<file path="config.mk">
export PLATFORM = sky130hd
export DESIGN_NAME = msi_request_gen
export DESIGN_NICKNAME = d
export VERILOG_FILES = /design/src/rtl/msi_pkg.sv /design/src/rtl/msi_vec_mask.sv /design/src/rtl/msi_req_fifo.sv /design/src/rtl/msi_handshake_fsm.sv /design/src/rtl/msi_legacy_sts.sv /design/src/rtl/msi_request_gen.sv
export SDC_FILE = /design/constraint.sdc
export NUM_CORES = 1
export LEC_CHECK = 0
export ABC_AREA = 1
export BUFFER_PORTS_ARGS = -buffer_cell sky130_fd_sc_hd__buf_4
export CORE_AREA = 3 3 77 79
export DETAILED_ROUTE_END_ITERATION = 8
export DIE_AREA = 0 0 80 82
export PLACE_DENSITY = 0.73
export RECOVER_POWER = 100
export SETUP_SLACK_MARGIN = 0.5
export SLEW_MARGIN = 15
export SYNTH_ARGS = -nofsm -noshare
export SYNTH_HDL_FRONTEND = slang
export SYNTH_SLANG_ARGS = --single-unit
export TNS_END_PERCENT = 20
</file>
<file path="constraint.sdc">
create_clock -name clk -period 3.2 [get_ports clk]
set_input_delay 0.32 -clock clk [delete_from_list [all_inputs] [get_ports clk]]
set_output_delay 0.32 -clock clk [all_outputs]
set_load 0.1 [all_outputs]
</file>
<file path="src/rtl/msi_pkg.sv">
package msi_pkg;
  localparam int VEC_W = 5;
  localparam int TC_W  = 3;
  localparam int MME_W = 3;

  typedef struct packed {
    logic [VEC_W-1:0] vec;
    logic [TC_W-1:0]  tc;
  } msi_entry_t;

  localparam int ENTRY_W = $bits(msi_entry_t);

  // A bit survives when its index is below the granted exponent.
  function automatic logic [VEC_W-1:0] grant_mask(input logic [MME_W-1:0] mme);
    logic [VEC_W-1:0] m;
    for (int i = 0; i < VEC_W; i++) m[i] = (i < int'(mme));
    return m;
  endfunction
endpackage

</file>
<file path="src/rtl/msi_vec_mask.sv">
module msi_vec_mask
  import msi_pkg::*;
(
  input  logic [VEC_W-1:0] vec_in,
  input  logic [MME_W-1:0] mme,
  output logic [VEC_W-1:0] vec_out
);
  always_comb vec_out = vec_in & grant_mask(mme);
endmodule

</file>
<file path="src/rtl/msi_req_fifo.sv">
module msi_req_fifo #(
  parameter int WIDTH = 8,
  parameter int DEPTH = 4
) (
  input  logic             clk,
  input  logic             rst_n,
  input  logic             push,
  input  logic [WIDTH-1:0] wr_data,
  input  logic             pop,
  output logic [WIDTH-1:0] rd_data,
  output logic             full,
  output logic             empty
);
  localparam int PTR_W = (DEPTH > 1) ? $clog2(DEPTH) : 1;
  localparam int CNT_W = $clog2(DEPTH + 1);
  localparam logic [PTR_W-1:0] LAST = PTR_W'(DEPTH - 1);

  logic [WIDTH-1:0] mem [DEPTH];
  logic [PTR_W-1:0] wr_ptr, rd_ptr;
  logic [CNT_W-1:0] count;
  logic             do_push, do_pop;

  assign full    = (count == CNT_W'(DEPTH));
  assign empty   = (count == '0);
  assign do_push = push && !full;
  assign do_pop  = pop && !empty;
  assign rd_data = mem[rd_ptr];

  function automatic logic [PTR_W-1:0] next_ptr(input logic [PTR_W-1:0] p);
    return (p == LAST) ? '0 : p + 1'b1;
  endfunction

  always_ff @(posedge clk) begin
    if (!rst_n) begin
      wr_ptr <= '0;
      rd_ptr <= '0;
      count  <= '0;
    end else begin
      if (do_push) wr_ptr <= next_ptr(wr_ptr);
      if (do_pop)  rd_ptr <= next_ptr(rd_ptr);
      if (do_push && !do_pop)      count <= count + 1'b1;
      else if (do_pop && !do_push) count <= count - 1'b1;
    end
  end

  always_ff @(posedge clk) begin
    if (do_push) mem[wr_ptr] <= wr_data;
  end
endmodule

</file>
<file path="src/rtl/msi_handshake_fsm.sv">
module msi_handshake_fsm
  import msi_pkg::*;
(
  input  logic             clk,
  input  logic             rst_n,
  input  logic             q_empty,
  input  msi_entry_t       q_head,
  input  logic             ack,
  output logic             q_pop,
  output logic             req,
  output logic [VEC_W-1:0] num,
  output logic [TC_W-1:0]  tc
);
  typedef enum logic [1:0] {S_IDLE, S_ISSUE, S_GAP} hs_state_t;

  hs_state_t  state, state_nx;
  msi_entry_t hold;
  logic       load;

  // Loading from GAP gives exactly one low cycle between requests.
  assign load  = (state != S_ISSUE) && !q_empty;
  assign q_pop = load;

  always_comb begin
    state_nx = state;
    unique case (state)
      S_IDLE:  if (load) state_nx = S_ISSUE;
      S_ISSUE: if (ack)  state_nx = S_GAP;
      S_GAP:   state_nx = load ? S_ISSUE : S_IDLE;
      default: state_nx = S_IDLE;
    endcase
  end

  always_ff @(posedge clk) begin
    if (!rst_n) begin
      state <= S_IDLE;
      hold  <= '0;
    end else begin
      state <= state_nx;
      if (load) hold <= q_head;
    end
  end

  assign req = (state == S_ISSUE);
  assign num = hold.vec;
  assign tc  = hold.tc;
endmodule

</file>
<file path="src/rtl/msi_legacy_sts.sv">
module msi_legacy_sts (
  input  logic clk,
  input  logic rst_n,
  input  logic set_evt,
  input  logic clr,
  output logic sts
);
  always_ff @(posedge clk) begin
    if (!rst_n)       sts <= 1'b0;
    else if (set_evt) sts <= 1'b1;
    else if (clr)     sts <= 1'b0;
  end
endmodule

</file>
<file path="src/rtl/msi_request_gen.sv">
module msi_request_gen
  import msi_pkg::*;
#(
  parameter int DEPTH = 4
) (
  input  logic             clk,
  input  logic             rst_n,
  input  logic             src_valid,
  input  logic [VEC_W-1:0] src_vector,
  input  logic [TC_W-1:0]  src_tclass,
  input  logic [15:0]      msi_ctrl,
  input  logic             msi_ack,
  input  logic             legacy_clr,
  output logic             msi_req,
  output logic [VEC_W-1:0] msi_num,
  output logic [TC_W-1:0]  msi_tc,
  output logic             legacy_int_sts,
  output logic             overflow
);
  logic             msi_en;
  logic [MME_W-1:0] mme;
  logic [VEC_W-1:0] folded_vec;
  logic             fifo_full, fifo_empty, fifo_push, fifo_pop;
  logic             drop_evt, legacy_evt;
  msi_entry_t       wr_entry, head_entry;
  logic             ctrl_unused;

  assign msi_en      = msi_ctrl[0];
  assign mme         = msi_ctrl[6:4];
  assign ctrl_unused = ^{msi_ctrl[15:7], msi_ctrl[3:1]};

  assign fifo_push  = src_valid && msi_en && !fifo_full;
  assign drop_evt   = src_valid && msi_en && fifo_full;
  assign legacy_evt = src_valid && !msi_en;

  msi_vec_mask u_mask (
    .vec_in (src_vector),
    .mme    (mme),
    .vec_out(folded_vec)
  );

  always_comb begin
    wr_entry.vec = folded_vec;
    wr_entry.tc  = src_tclass;
  end

  msi_req_fifo #(.WIDTH(ENTRY_W), .DEPTH(DEPTH)) u_fifo (
    .clk    (clk),
    .rst_n  (rst_n),
    .push   (fifo_push),
    .wr_data(wr_entry),
    .pop    (fifo_pop),
    .rd_data(head_entry),
    .full   (fifo_full),
    .empty  (fifo_empty)
  );

  msi_handshake_fsm u_fsm (
    .clk    (clk),
    .rst_n  (rst_n),
    .q_empty(fifo_empty),
    .q_head (head_entry),
    .ack    (msi_ack),
    .q_pop  (fifo_pop),
    .req    (msi_req),
    .num    (msi_num),
    .tc     (msi_tc)
  );

  msi_legacy_sts u_legacy (
    .clk    (clk),
    .rst_n  (rst_n),
    .set_evt(legacy_evt),
    .clr    (legacy_clr),
    .sts    (legacy_int_sts)
  );

  always_ff @(posedge clk) begin
    if (!rst_n) overflow <= 1'b0;
    else        overflow <= drop_evt;
  end
endmodule

</file>
======== Word-level counts from Yosys, hierarchy flattened ========
Memory sizes are Yosys's and may differ from the RTL's. A register that Yosys moved wholly into a read port is not among the register bits.
Index checks and enable logic that the tools add are counted.
operators by class
  $add $sub $neg .......................... 4
  order comparisons ....................... 5
  equal/unequal tests ..................... 8
  multiplexer cells ....................... 12
  bitwise operators ....................... 1
  reduce and logical (&&, ||, !) cells .... 20
operator list
  cell                   count
  $logic_and A1 B1 Y1    9
  $mux W2                4
  $eq A2 B2 Y1 const B   3
  $logic_not A1 Y1       6
  $lt A1 B3 Y1 const A   2
  $lt A2 B3 Y1 const A   2
  $mux W3                2
  $pmux W2 S3            1
  $and A5 B5 Y5          1
  $mux W1                5
  $add A2 B1 Y2 const B  2
  $ne A2 B2 Y1 const B   2
  $reduce_bool A2 Y1     2
  $add A3 B1 Y3 const B  1
  $eq A3 B3 Y1 const B   1
  $logic_not A3 Y1       1
  $lt A3 B3 Y1 const A   1
  $sub A3 B1 Y3 const B  1
  $eq A2 B1 Y1 const B   1
  $logic_not A2 Y1       1
  $ne A2 B1 Y1 const B   1
  $reduce_and A2 Y1      1
word-level totals
  flip-flop bits (word level) ............. 11
  RAM bits ................................ 32
  input port bits ......................... 29
  output and inout port bits .............. 11
  word-level logic and storage cells ...... 57
  memories kept ........................... 1
memory list
  memory      words  width  read ports  clocked after Yosys merged registers in  wr ports  line                text
  u_fifo.mem  4      8      1           1                                        1         msi_req_fifo.sv:18  logic [WIDTH-1:0] mem [DEPTH];

======== Depth between registers and ports, before layout ========
Gate-level depths: netlist of run 1.
  word-level depth ........................ 8
  depth in mapped cells ................... 14
  mapped depth without buffers ............ 13

======== Hierarchy ========
From an unflattened synthesis of run 1, not the netlist that was laid out.
unflattened totals
  cell total of the unflattened synthesis .. 239
  area total of the unflattened synthesis .. 2356.0 µm²
modules (own cells, without submodules)
  module             times used  cells each  area each (µm²)  seq. area each (µm²)
  msi_req_fifo       1           148         1692.9           1141.1
  msi_handshake_fsm  1           65          520.5            200.2
  msi_vec_mask       1           13          56.3             0.0
  msi_legacy_sts     1           6           43.8             20.0
  msi_request_gen    1           7           42.5             20.0

======== Least setup slack after synthesis of run 1 ========
OpenSTA, ideal clock, no wires.
  path type ............................... register -> register
  start point ............................. reg u_fsm.state[0]
  end point ............................... reg u_fifo.count[2]
  setup time .............................. 0.113 ns
  data arrival time ....................... 2.131 ns
  data required time ...................... 3.087 ns
  slack ................................... 0.957 ns
  cell stages (with the launch flop) ...... 15
  path buffers ............................ 1
  clock period less this slack ............ 2.243 ns
  cells stage by stage .................... dfxtp_1 inv_2 nor2_4 inv_2 nand2_4 buf_12 ha_1 inv_1 fa_1 inv_1 nand2_1 nand3_1 nand2_1 nand2_1 nor2_1
on the way
  cells in the longest elaborated chain, start to end .. 6
  elaborated cells between the ends (all ways) .. 8
  those cells by class .................... eq/ne: 1; mux: 1; reduce/logical: 6
RTL lines
  item                                                  line                     text
  start: declaration                                    msi_handshake_fsm.sv:16  hs_state_t state, state_nx;
  start signal: assignment                              msi_handshake_fsm.sv:39  state <= state_nx;
  $ne A2 B1 Y1 (*)                                      msi_handshake_fsm.sv:21  assign load = (state != S_ISSUE) && !q_empty;
  $logic_and A1 B1 Y1 (*)                               msi_handshake_fsm.sv:21
  $logic_and A1 B1 Y1 (*)                               msi_req_fifo.sv:26       assign do_pop = pop && !empty;
  $logic_not A1 Y1                                      msi_req_fifo.sv:41       if (do_push && !do_pop) count <= count + 1'b1;
  $logic_and A1 B1 Y1                                   msi_req_fifo.sv:41
  $mux W3 / $reduce_bool A2 Y1 (equally long branches)  --
  end signal: assignment                                msi_req_fifo.sv:41
  end signal: assignment                                msi_req_fifo.sv:42       else if (do_pop && !do_push) count <= count - 1'b1;
  end: declaration                                      msi_req_fifo.sv:20       logic [CNT_W-1:0] count;
Mark *: on every way between the ends. The rest lies on a longest branch, timed or not.
A chain may end at the register's enable or synchronous reset.

======== Final worst setup path of run 1 ========
  start point ............................. reg u_fifo.count[0]
  end point ............................... reg u_fifo.count[1]
on the way
  cells in the longest elaborated chain, start to end .. 7
  elaborated cells between the ends (all ways) .. 17
  those cells by class .................... add/sub: 2; eq/ne: 1; mux: 2; reduce/logical: 12
RTL lines
  item
  parallel branches: the longest is 7 deep, another holds $sub A3 B1 Y3
Several ways; the timed one is not identified. The select of a mux whose other input is x is not followed.

==> impl_metrics.json, run 1 <==
{
  "grt_pass1_wl_um": 7240,
  "worst_pin_slew_ns": 1.19,
  "numPortBuffers": 27,
  "leakagePower_nw": 1.24,
  "end_kind": "register",
  "min_period_over_period_pct": 72.9,
  "crit_start": "u_fifo.count[0]",
  "synth.largest_area_cell": "edfxtp_1",
  "hold_buffers": 0,
  "routed_wirelength_um": 4310,
  "grt_pass1_vias": 1603,
  "post_cts_buffers": 0,
  "irDropWorstVdd_mv": 0.424,
  "rsz0062_at_grt": "no",
  "cts_made_buffers": 5,
  "maxSlewHeadroom_pct": 20.9,
  "yosys.cell_types.count": 26,
  "clockRootBuffer": "clkbuf_8",
  "fmax_ghz": 0.429,
  "synthesis.nets": 304,
  "syn_area_um2": 2360,
  "nFillCells": 513,
  "grtUsageTotal_pct": 14.4,
  "cts_buffer_depth": 2,
  "cts_tree": "yes",
  "fin_skew_ns": 0.0102,
  "synth_warnings": 0,
  "intPower_mw": 1.31,
  "crit_required_ns": 3.41,
  "num_vias": 1663,
  "r2r_end": "u_fifo.count[1]",
  "die-area_um2": 6560,
  "switching_share_pct": 48.1,
  "async_flop_share_pct": 0,
  "status": "finished, final reports clean",
  "max_cap_violations": 0,
  "drtAntennaViolNets": 0,
  "rows": 27,
  "ys_ff_latch": 51,
  "rrSetupSlack_ns": 0.87,
  "min_from": "legacy_clr",
  "start_util_pct": 43.7,
  "die_h_um": 82,
  "nets": 332,
  "critPathKind": "register to register",
  "clock_sinks": 51,
  "drt_first_pass_iters": 4,
  "drc": 0,
  "netlist_instances": 268,
  "power_frac_clock_pct": 18.3,
  "gp_congestion": 0.772,
  "seq_area_frac_synth_pct": 56.7,
  "area_growth_pct": 11.4,
  "drive_gt1_share_pct": 8.42,
  "synth_area_leaders": "edfxtp_1 (41%), dfxtp_1 (16%), nand2_1 (11%)",
  "hold_path.class": "input port to register",
  "crit_end": "u_fifo.count[1]",
  "grt.overflow.total": 0,
  "drtIter0Drc": 64,
  "syn_area_per_cell_um2": 8.82,
  "antenna_found_initial": 0,
  "yosys.area.top_type_share_pct": 40.7,
  "path_cells": "inv_1 > nand3_1 > nand2_1 > ha_1 > inv_1 > fa_1 > o21ai_0 > a21oi_1",
  "hold_viol": 0,
  "wl_per_cell_um": 11.7,
  "ios": 40,
  "finalHoldWorstSlack_ns": 0.245,
  "startpoint_type": "register",
  "die_w_um": 80,
  "fin_crit_ns": 2.33,
  "via_per_inst": 4.51,
  "clkLatencyLatePin_ns": 0.31,
  "ys_top_cells_by_count": "nand2_1 (69), inv_1 (60), edfxtp_1 (32)",
  "synth_flop_cell": "edfxtp_1",
  "slowest_delay_ns": 0.45,
  "power.switching_mw": 1.21,
  "p_per_area_nw_per_um2": 956,
  "critPathMaxFanout": 18,
  "r2r_cells": 8,
  "cpMostUsedCell": "inv_1",
  "cp.arrival_ns": 2.54,
  "dpl.hpwl_um": 2880,
  "synth.most_common_cell": "nand2_1",
  "setup_viol": 0,
  "cts_resized": 0,
  "synth_edf_count": 32,
  "grt_max_degree": 21,
  "clk_pin_slew_ns": 0.10,
  "core_um2": 5410,
  "htreeDepth": 2,
  "regToRegStartpoint": "u_fifo.count[0]",
  "diodes": 0,
  "slowest_stage": "nand2_1",
  "drv_slew": 0,
  "finalSetupTns_ns": 0,
  "p_seq_share_pct": 37.0,
  "combPwrFrac_pct": 44.7
}
critical path, delay by kind of cell (launching register included):
family	cells	cell delay (ns)
compound gates	2	0.22
buf+inv	2	0.17
fa+ha+maj	2	0.82
simple gates	2	0.60
flops	1	0.41
power groups by stage:
stage / sequential (mW) / clock, mW / combinational, mW
6_report: 0.930 / 0.461 / 1.12
5_1_grt: 0.951 / 0.498 / 1.25
4_1_cts: 0.936 / 0.471 / 1.20
3_5_place_dp: 0.950 / 0 / 1.20
3_3_place_gp: 0.945 / 0 / 1.18
2_1_floorplan: 1.28 / 0 / 0.700
area by class of cell:
| cell class | count | area (um2) | area share, % |
|---|---|---|---|
| Timing Repair Buffer | 27 | 143 | 5.42 |
| Inverter | 64 | 241 | 9.17 |
| Clock buffer | 5 | 68.8 | 2.61 |
| Multi-Input combinational cell | 147 | 701 | 26.6 |
| Tap cell | 72 | 90.1 | 3.42 |
| Sequential cell | 51 | 1340 | 51.0 |
| Clock inverter | 3 | 47.5 | 1.81 |
kinds of logic (layout without fill, tap and decap cells):
| kind of cell | Yosys count | count (layout) | synth area share [%] |
|---|---|---|---|
| simple gates | 128 | 128 | 23.0 |
| buf+inv | 70 | 99 | 13.1 |
| flops | 51 | 51 | 56.7 |
| compound gates | 12 | 12 | 3.18 |
| fa+ha+maj | 7 | 7 | 4.02 |
how the worst min path moves through the flow:
stage | endpoint | cells past startpoint
2_1_floorplan | u_fifo.mem[0][0] | 0
3_3_place_gp | u_legacy.sts | 2
3_5_place_dp | u_legacy.sts | 2
4_1_cts | u_fifo.mem[2][0] | 1
5_1_grt | u_legacy.sts | 4
6_report | u_legacy.sts | 4
flip-flops by register name, indices dropped and copies added (netlist names):
signal,count
u_fifo.count,3
overflow,1
u_fifo.rd_ptr,2
u_legacy.sts,1
u_fifo.wr_ptr,2
u_fsm.num,5
u_fsm.tc,3
u_fifo.mem,32
u_fsm.state,2
cell usage in the layout, fill, tap and decap left out:
master,count
edfxtp_1,32
nand3_1,21
nand3b_1,1
inv_1,61
inv_6,1
o21bai_1,1
ha_1,6
nor3_1,2
bufinv_16,1
clkinv_4,1
a21oi_2,1
o211a_1,1
dfxtp_1,19
nand2_1,70
clkinvlp_2,1
o31a_1,1
o21ai_0,3
nand2_4,1
fa_1,1
inv_2,2
a21oi_1,5
clkbuf_8,5
buf_4,11
or2_1,1
clkbuf_1,16
nor2_1,31
nor2_4,1
through the flow:
step	utilization [%]	std cells	instance area [um2]	power, mW	worst slack [ns]
global route	48.7	369	2630	2.70	0.667
global placement	47.9	361	2590	2.12	1.30
floorplan	-	268	2360	1.98	0.957
detailed placement	47.9	361	2590	2.15	1.27
CTS	50.1	369	2710	2.61	1.26
finish	48.7	369	2630	2.52	0.867
per-layer routing:
layer	GRT usage (%)	routed length [um]	up-vias
li1	-	-	866
met1	16.7	1930	758
met2	25.8	2120	30
met3	3.07	179	9
met4	5.57	81	0
met5	0	0	-
No activity file was read; power rests on OpenSTA's default activity.
==> inputs of run 2 (changes only) <==
ABC_AREA = 0   (was 1)
CORE_AREA = 3 3 72 74   (was 3 3 77 79)
DIE_AREA = 0 0 75 77   (was 0 0 80 82)
PLACE_DENSITY = 0.76   (was 0.73)
clock period = 1.9 ns   (was 3.2 ns; I/O delays follow)
==> impl_metrics.json, run 2 <==
{
  "status": "finished with violations",
  "violations": "setup timing",
  "hold_buffers": 0,
  "clock_sinks": 51,
  "start_util_pct": 44.1,
  "synth_edf_count": 32,
  "seq_area_frac_synth_pct": 65.3,
  "drive_gt1_share_pct": 39.4,
  "drt_first_pass_iters": 4,
  "ys_top_cells_by_count": "edfxtp_1 (32), dfxtp_1 (19), nand2_1 (9)",
  "synth.largest_area_cell": "edfxtp_1",
  "core_um2": 4660,
  "fmax_ghz": 0.524,
  "crit_required_ns": 2.13,
  "syn_area_per_cell_um2": 15.2,
  "ios": 40,
  "fin_skew_ns": 0.00793,
  "gp_congestion": 0.755,
  "min_period_over_period_pct": 101,
  "p_total_mw": 3.77,
  "die_h_um": 77,
  "grt_max_degree": 16,
  "grt.overflow.total": 0,
  "synth_area_leaders": "edfxtp_1 (47%), dfxtp_1 (19%), mux4_2 (8.8%)",
  "largest_register_ffs": 32,
  "yosys.cell_types.count": 32,
  "setup_viol": 1,
  "critPathKind": "register to register",
  "drv_slew": 0,
  "clk_pin_slew_ns": 0.09,
  "post-route-cell-area_um2": 2510,
  "cts_buffer_depth": 2,
  "rsz0062_at_grt": "yes",
  "routed_wirelength_um": 3650,
  "drc": 0,
  "area_growth_pct": 22.1,
  "end_kind": "register",
  "clockRootBuffer": "clkbuf_8",
  "leakagePower_nw": 0.910,
  "placed_area_um2": 2380,
  "grt_pass1_wl_um": 5950,
  "irDropWorstVdd_mv": 0.785,
  "nets": 210,
  "synth_flop_cell": "edfxtp_1",
  "cts_made_buffers": 5,
  "top_register": "u_fifo.mem",
  "num_vias": 1215,
  "yosys.area.top_type_share_pct": 46.8,
  "fin_crit_ns": 1.91,
  "async_flop_share_pct": 0,
  "antenna_found_initial": 0,
  "hold_path.class": "input port to register",
  "mostFrequentLayoutCells": "edfxtp_1 (32), buf_4 (29), dfxtp_1 (14), nand2_1 (9)",
  "clkLatencyLatePin_ns": 0.30,
  "grtUsageTotal_pct": 13.6,
  "fin_util_pct": 53.8,
  "synth_warnings": 0,
  "diodes": 0,
  "numPortBuffers": 27,
  "ys_ff_latch": 51,
  "final_common_cell": "edfxtp_1",
  "grt_pass1_vias": 1281,
  "cts_tree": "yes",
  "cp.arrival_ns": 2.14,
  "setup_slack_ns": -0.0102,
  "hold_viol": 0,
  "die_w_um": 75,
  "die-area_um2": 5780,
  "max_cap_violations": 0,
  "synthesis.nets": 171,
  "worst_pin_slew_ns": 0.540,
  "synth.most_common_cell": "edfxtp_1",
  "finalSetupTns_ns": -0.0102,
  "dp_slack_ns": -0.0724,
  "rows": 25,
  "netlist_instances": 135,
  "maxSlewHeadroom_pct": 64.1,
  "drtIter0Drc": 62,
  "drtAntennaViolNets": 0,
  "via_per_inst": 5.31,
  "dpl.hpwl_um": 2660,
  "wl_per_cell_um": 15.9,
  "critPathMaxFanout": 4,
  "htreeDepth": 2,
  "startpoint_type": "register",
  "p_per_area_nw_per_um2": 1500,
  "syn_area_um2": 2050
}
## run 2: cell types whose count changed after synthesis, sizes merged, moves of 3 or more
cell	change
mux4	+8
o21a	+3
o2bb2ai	+8
nor2	-27
nand2	-62
and2	+5
nand2b	+3
inv	-58
nand3	-21
buf	-5
## run 2: layer usage
| metal | GRT usage [%] | vias to the layer above | part of all wire [%] |
|---|---|---|---|
| met5 | 0 | - | 0 |
| li1 | - | 589 | - |
| met3 | 3.80 | 7 | 3.5 |
| met1 | 15.9 | 596 | 42 |
| met4 | 5.16 | 0 | 1.1 |
| met2 | 23.2 | 23 | 54 |
## run 2: power breakdown
| part | leakage, nW | internal, mW | switching (mW) |
|---|---|---|---|
| logic | 0.420 | 0.578 | 1.08 |
| registers | 0.452 | 1.36 | 0.167 |
| clock network | 0.0392 | 0.250 | 0.335 |
| total | 0.910 | 2.19 | 1.58 |
## run 2: worst max-delay path, stage by stage (launching register included)
cell and delay (ns):
dfxtp_4 0.38, nor3_4 0.24, nor2_4 0.05, inv_2 0.06, ha_4 0.13, inv_2 0.04, fa_2 0.32, xor2_1 0.16
or3_4 0.33, a21oi_2 0.13
## run 2: cell families (layout without fill, tap and decap cells)
| family | count (synthesis) | in the layout | synth area share [%] |
|---|---|---|---|
| mux | 9 | 9 | 9.26 |
| compound gates | 24 | 24 | 8.29 |
| buf+inv | 9 | 49 | 2.01 |
| flops | 51 | 51 | 65.3 |
| fa+ha+maj | 7 | 7 | 4.63 |
| simple gates | 33 | 33 | 9.63 |
| xor+xnor | 2 | 2 | 0.853 |
## run 2: repair_timing
| action | 4_1_cts | 5_1_grt |
|---|---|---|
| pin swaps | 9 | 3 |
| setup endpoints to repair | 45 | 36 |
| resized for setup | 13 | 4 |
| buffers inserted | 1 | 2 |
## run 2: stage by stage
step           cells  hold WS (ns)
2_1_floorplan    135         0.289
3_3_place_gp     218         0.391
3_5_place_dp     218         0.399
4_1_cts          227        0.0897
5_1_grt          229         0.130
6_report         229         0.127
## run 2: layout make-up
type                            count  area [um2]
Fill cell                         381        2150
Sequential cell                    51        1360
Multi-Input combinational cell     75         728
Timing Repair Buffer               35         241
Clock buffer                        5        68.8
Tap cell                           54        67.6
Inverter                            6        30.0
Clock inverter                      3        15.0
## run 2: path summary, 6_finish.rpt
kind / slack (ns) / cells after the start / end / from
hold reg to reg: 0.47 / 2 / u_fsm.tc[2] / u_fsm.tc[2]
setup / recovery: -0.01 / 9 / u_fifo.count[2] / u_fifo.count[0]
setup reg to reg: -0.01 / 9 / u_fifo.count[2] / u_fifo.count[0]
hold / removal: 0.13 / 2 / u_fsm.state[1] / msi_ack
==> inputs of run 3 (changes only) <==
SLEW_MARGIN = 20   (was 15)
clock period = 1.6 ns   (was 1.9 ns; I/O delays follow)
==> impl_metrics.json, run 3 (synthesis gave the netlist of run 2 again) <==
{
  "fmax_ghz": 0.535,
  "leakagePower_nw": 1.05,
  "fin_crit_ns": 1.87,
  "die_h_um": 77,
  "clock_sinks": 51,
  "drc": 0,
  "antenna_found_initial": 0,
  "via_per_inst": 5.21,
  "worst_pin_slew_ns": 0.558,
  "hold_viol": 0,
  "cp.arrival_ns": 2.10,
  "grtUsageTotal_pct": 15.3,
  "core_um2": 4660,
  "drtAntennaViolNets": 0,
  "grt.overflow.total": 0,
  "nFillCells": 334,
  "numPortBuffers": 27,
  "irDropWorstVdd_mv": 0.732,
  "violations": "setup timing",
  "fin_util_pct": 60.4,
  "mostFrequentLayoutCells": "edfxtp_1 (32), buf_4 (28), dfxtp_1 (13), clkbuf_2 (10), nand2_1 (9)",
  "end_kind": "register",
  "rsz0062_at_grt": "yes",
  "top_register": "u_fifo.mem",
  "cts_tree": "yes",
  "p_total_mw": 5.08,
  "critPathKind": "register to register",
  "num_vias": 1292,
  "clk_pin_slew_ns": 0.09,
  "fin_skew_ns": 0.00576,
  "nets": 229,
  "grt_max_degree": 19,
  "clkLatencyLatePin_ns": 0.30,
  "setup_viol": 2,
  "min_period_over_period_pct": 117,
  "crit_required_ns": 1.83,
  "hold_path.class": "input port to register",
  "largest_register_ffs": 32,
  "start_util_pct": 44.1,
  "clockRootBuffer": "clkbuf_8",
  "cts_buffer_depth": 2,
  "area_growth_pct": 37.1,
  "die_w_um": 75,
  "gp_congestion": 0.715,
  "dpl.hpwl_um": 2760,
  "startpoint_type": "register",
  "status": "finished with violations",
  "final_common_cell": "edfxtp_1",
  "wl_per_cell_um": 16.5,
  "cts_made_buffers": 5,
  "htreeDepth": 2,
  "setup_slack_ns": -0.270,
  "max_cap_violations": 0,
  "finalHoldWorstSlack_ns": 0.100,
  "drive_gt1_share_pct": 52.6,
  "diodes": 0,
  "drt_first_pass_iters": 4,
  "ios": 40,
  "critPathMaxFanout": 3,
  "grt_pass1_vias": 1352,
  "p_per_area_nw_per_um2": 1800,
  "die-area_um2": 5780,
  "rows": 25,
  "drtIter0Drc": 39,
  "routed_wirelength_um": 4090,
  "drv_slew": 0,
  "grt_pass1_wl_um": 6480,
  "maxSlewHeadroom_pct": 63.0
}
run 3: worst paths after layout:
path                                 startpoint               to  slack (ns)  cells past startpoint
worst max-delay path            u_fifo.count[1]  u_fifo.count[2]       -0.27                      9
worst min-delay path                    msi_ack   u_fsm.state[1]        0.10                      2
worst min register to register      u_fsm.tc[0]      u_fsm.tc[0]        0.47                      2
worst max register to register  u_fifo.count[1]  u_fifo.count[2]       -0.27                      9
run 3: area by class of cell:
cell class / count / area (um2) / share of cell area, %
Clock inverter: 3 / 26.3 / 0.933
Clock buffer: 5 / 68.8 / 2.44
Sequential cell: 51 / 1360 / 48.3
Inverter: 6 / 35.0 / 1.24
Multi-Input combinational cell: 75 / 813 / 28.9
Timing Repair Buffer: 54 / 445 / 15.8
Tap cell: 54 / 67.6 / 2.40
run 3: routing by layer:
layer | GRT usage, % | share of wire [%]
met5 | 0 | 0
met1 | 18.0 | 38
met3 | 2.75 | 2.8
met2 | 26.3 | 57
met4 | 6.94 | 2.2
run 3: where the power goes:
part	switching [mW]	total (mW)	internal, mW	leakage, nW
combinational	1.57	2.58	1.01	0.547
clock	0.431	0.753	0.322	0.0491
sequential	0.132	1.75	1.61	0.452
total	2.13	5.08	2.94	1.05
run 3: critical path: stages (launching register included):
cell and delay, ns:
dfxtp_4 0.37, nor3_4 0.23, nor2_4 0.05, inv_2 0.06, ha_4 0.12, inv_2 0.03, fa_2 0.33, xor2_1 0.15
or3_4 0.33, a21oi_2 0.13
run 3: per-stage QoR:
step / setup WS (ns) / TNS [ns] / instance area [um2] / std cells
floorplan: -0.361 / -0.428 / 2130 / 135
global placement: -0.232 / -0.232 / 2540 / 230
detailed placement: -0.315 / -0.380 / 2540 / 230
CTS: -0.299 / -0.329 / 2820 / 243
global route: -0.376 / -0.651 / 2820 / 248
finish: -0.270 / -0.396 / 2820 / 248
run 3: timing repair:
| item | in CTS | in global routing |
|---|---|---|
| gates resized for setup | 38 | 8 |
| pin swaps | 16 | 8 |
| cloned | 0 | 0 |
| buffers inserted | 5 | 5 |
| setup endpoints to repair | 58 | 51 |
| hold buffers | 0 | 0 |
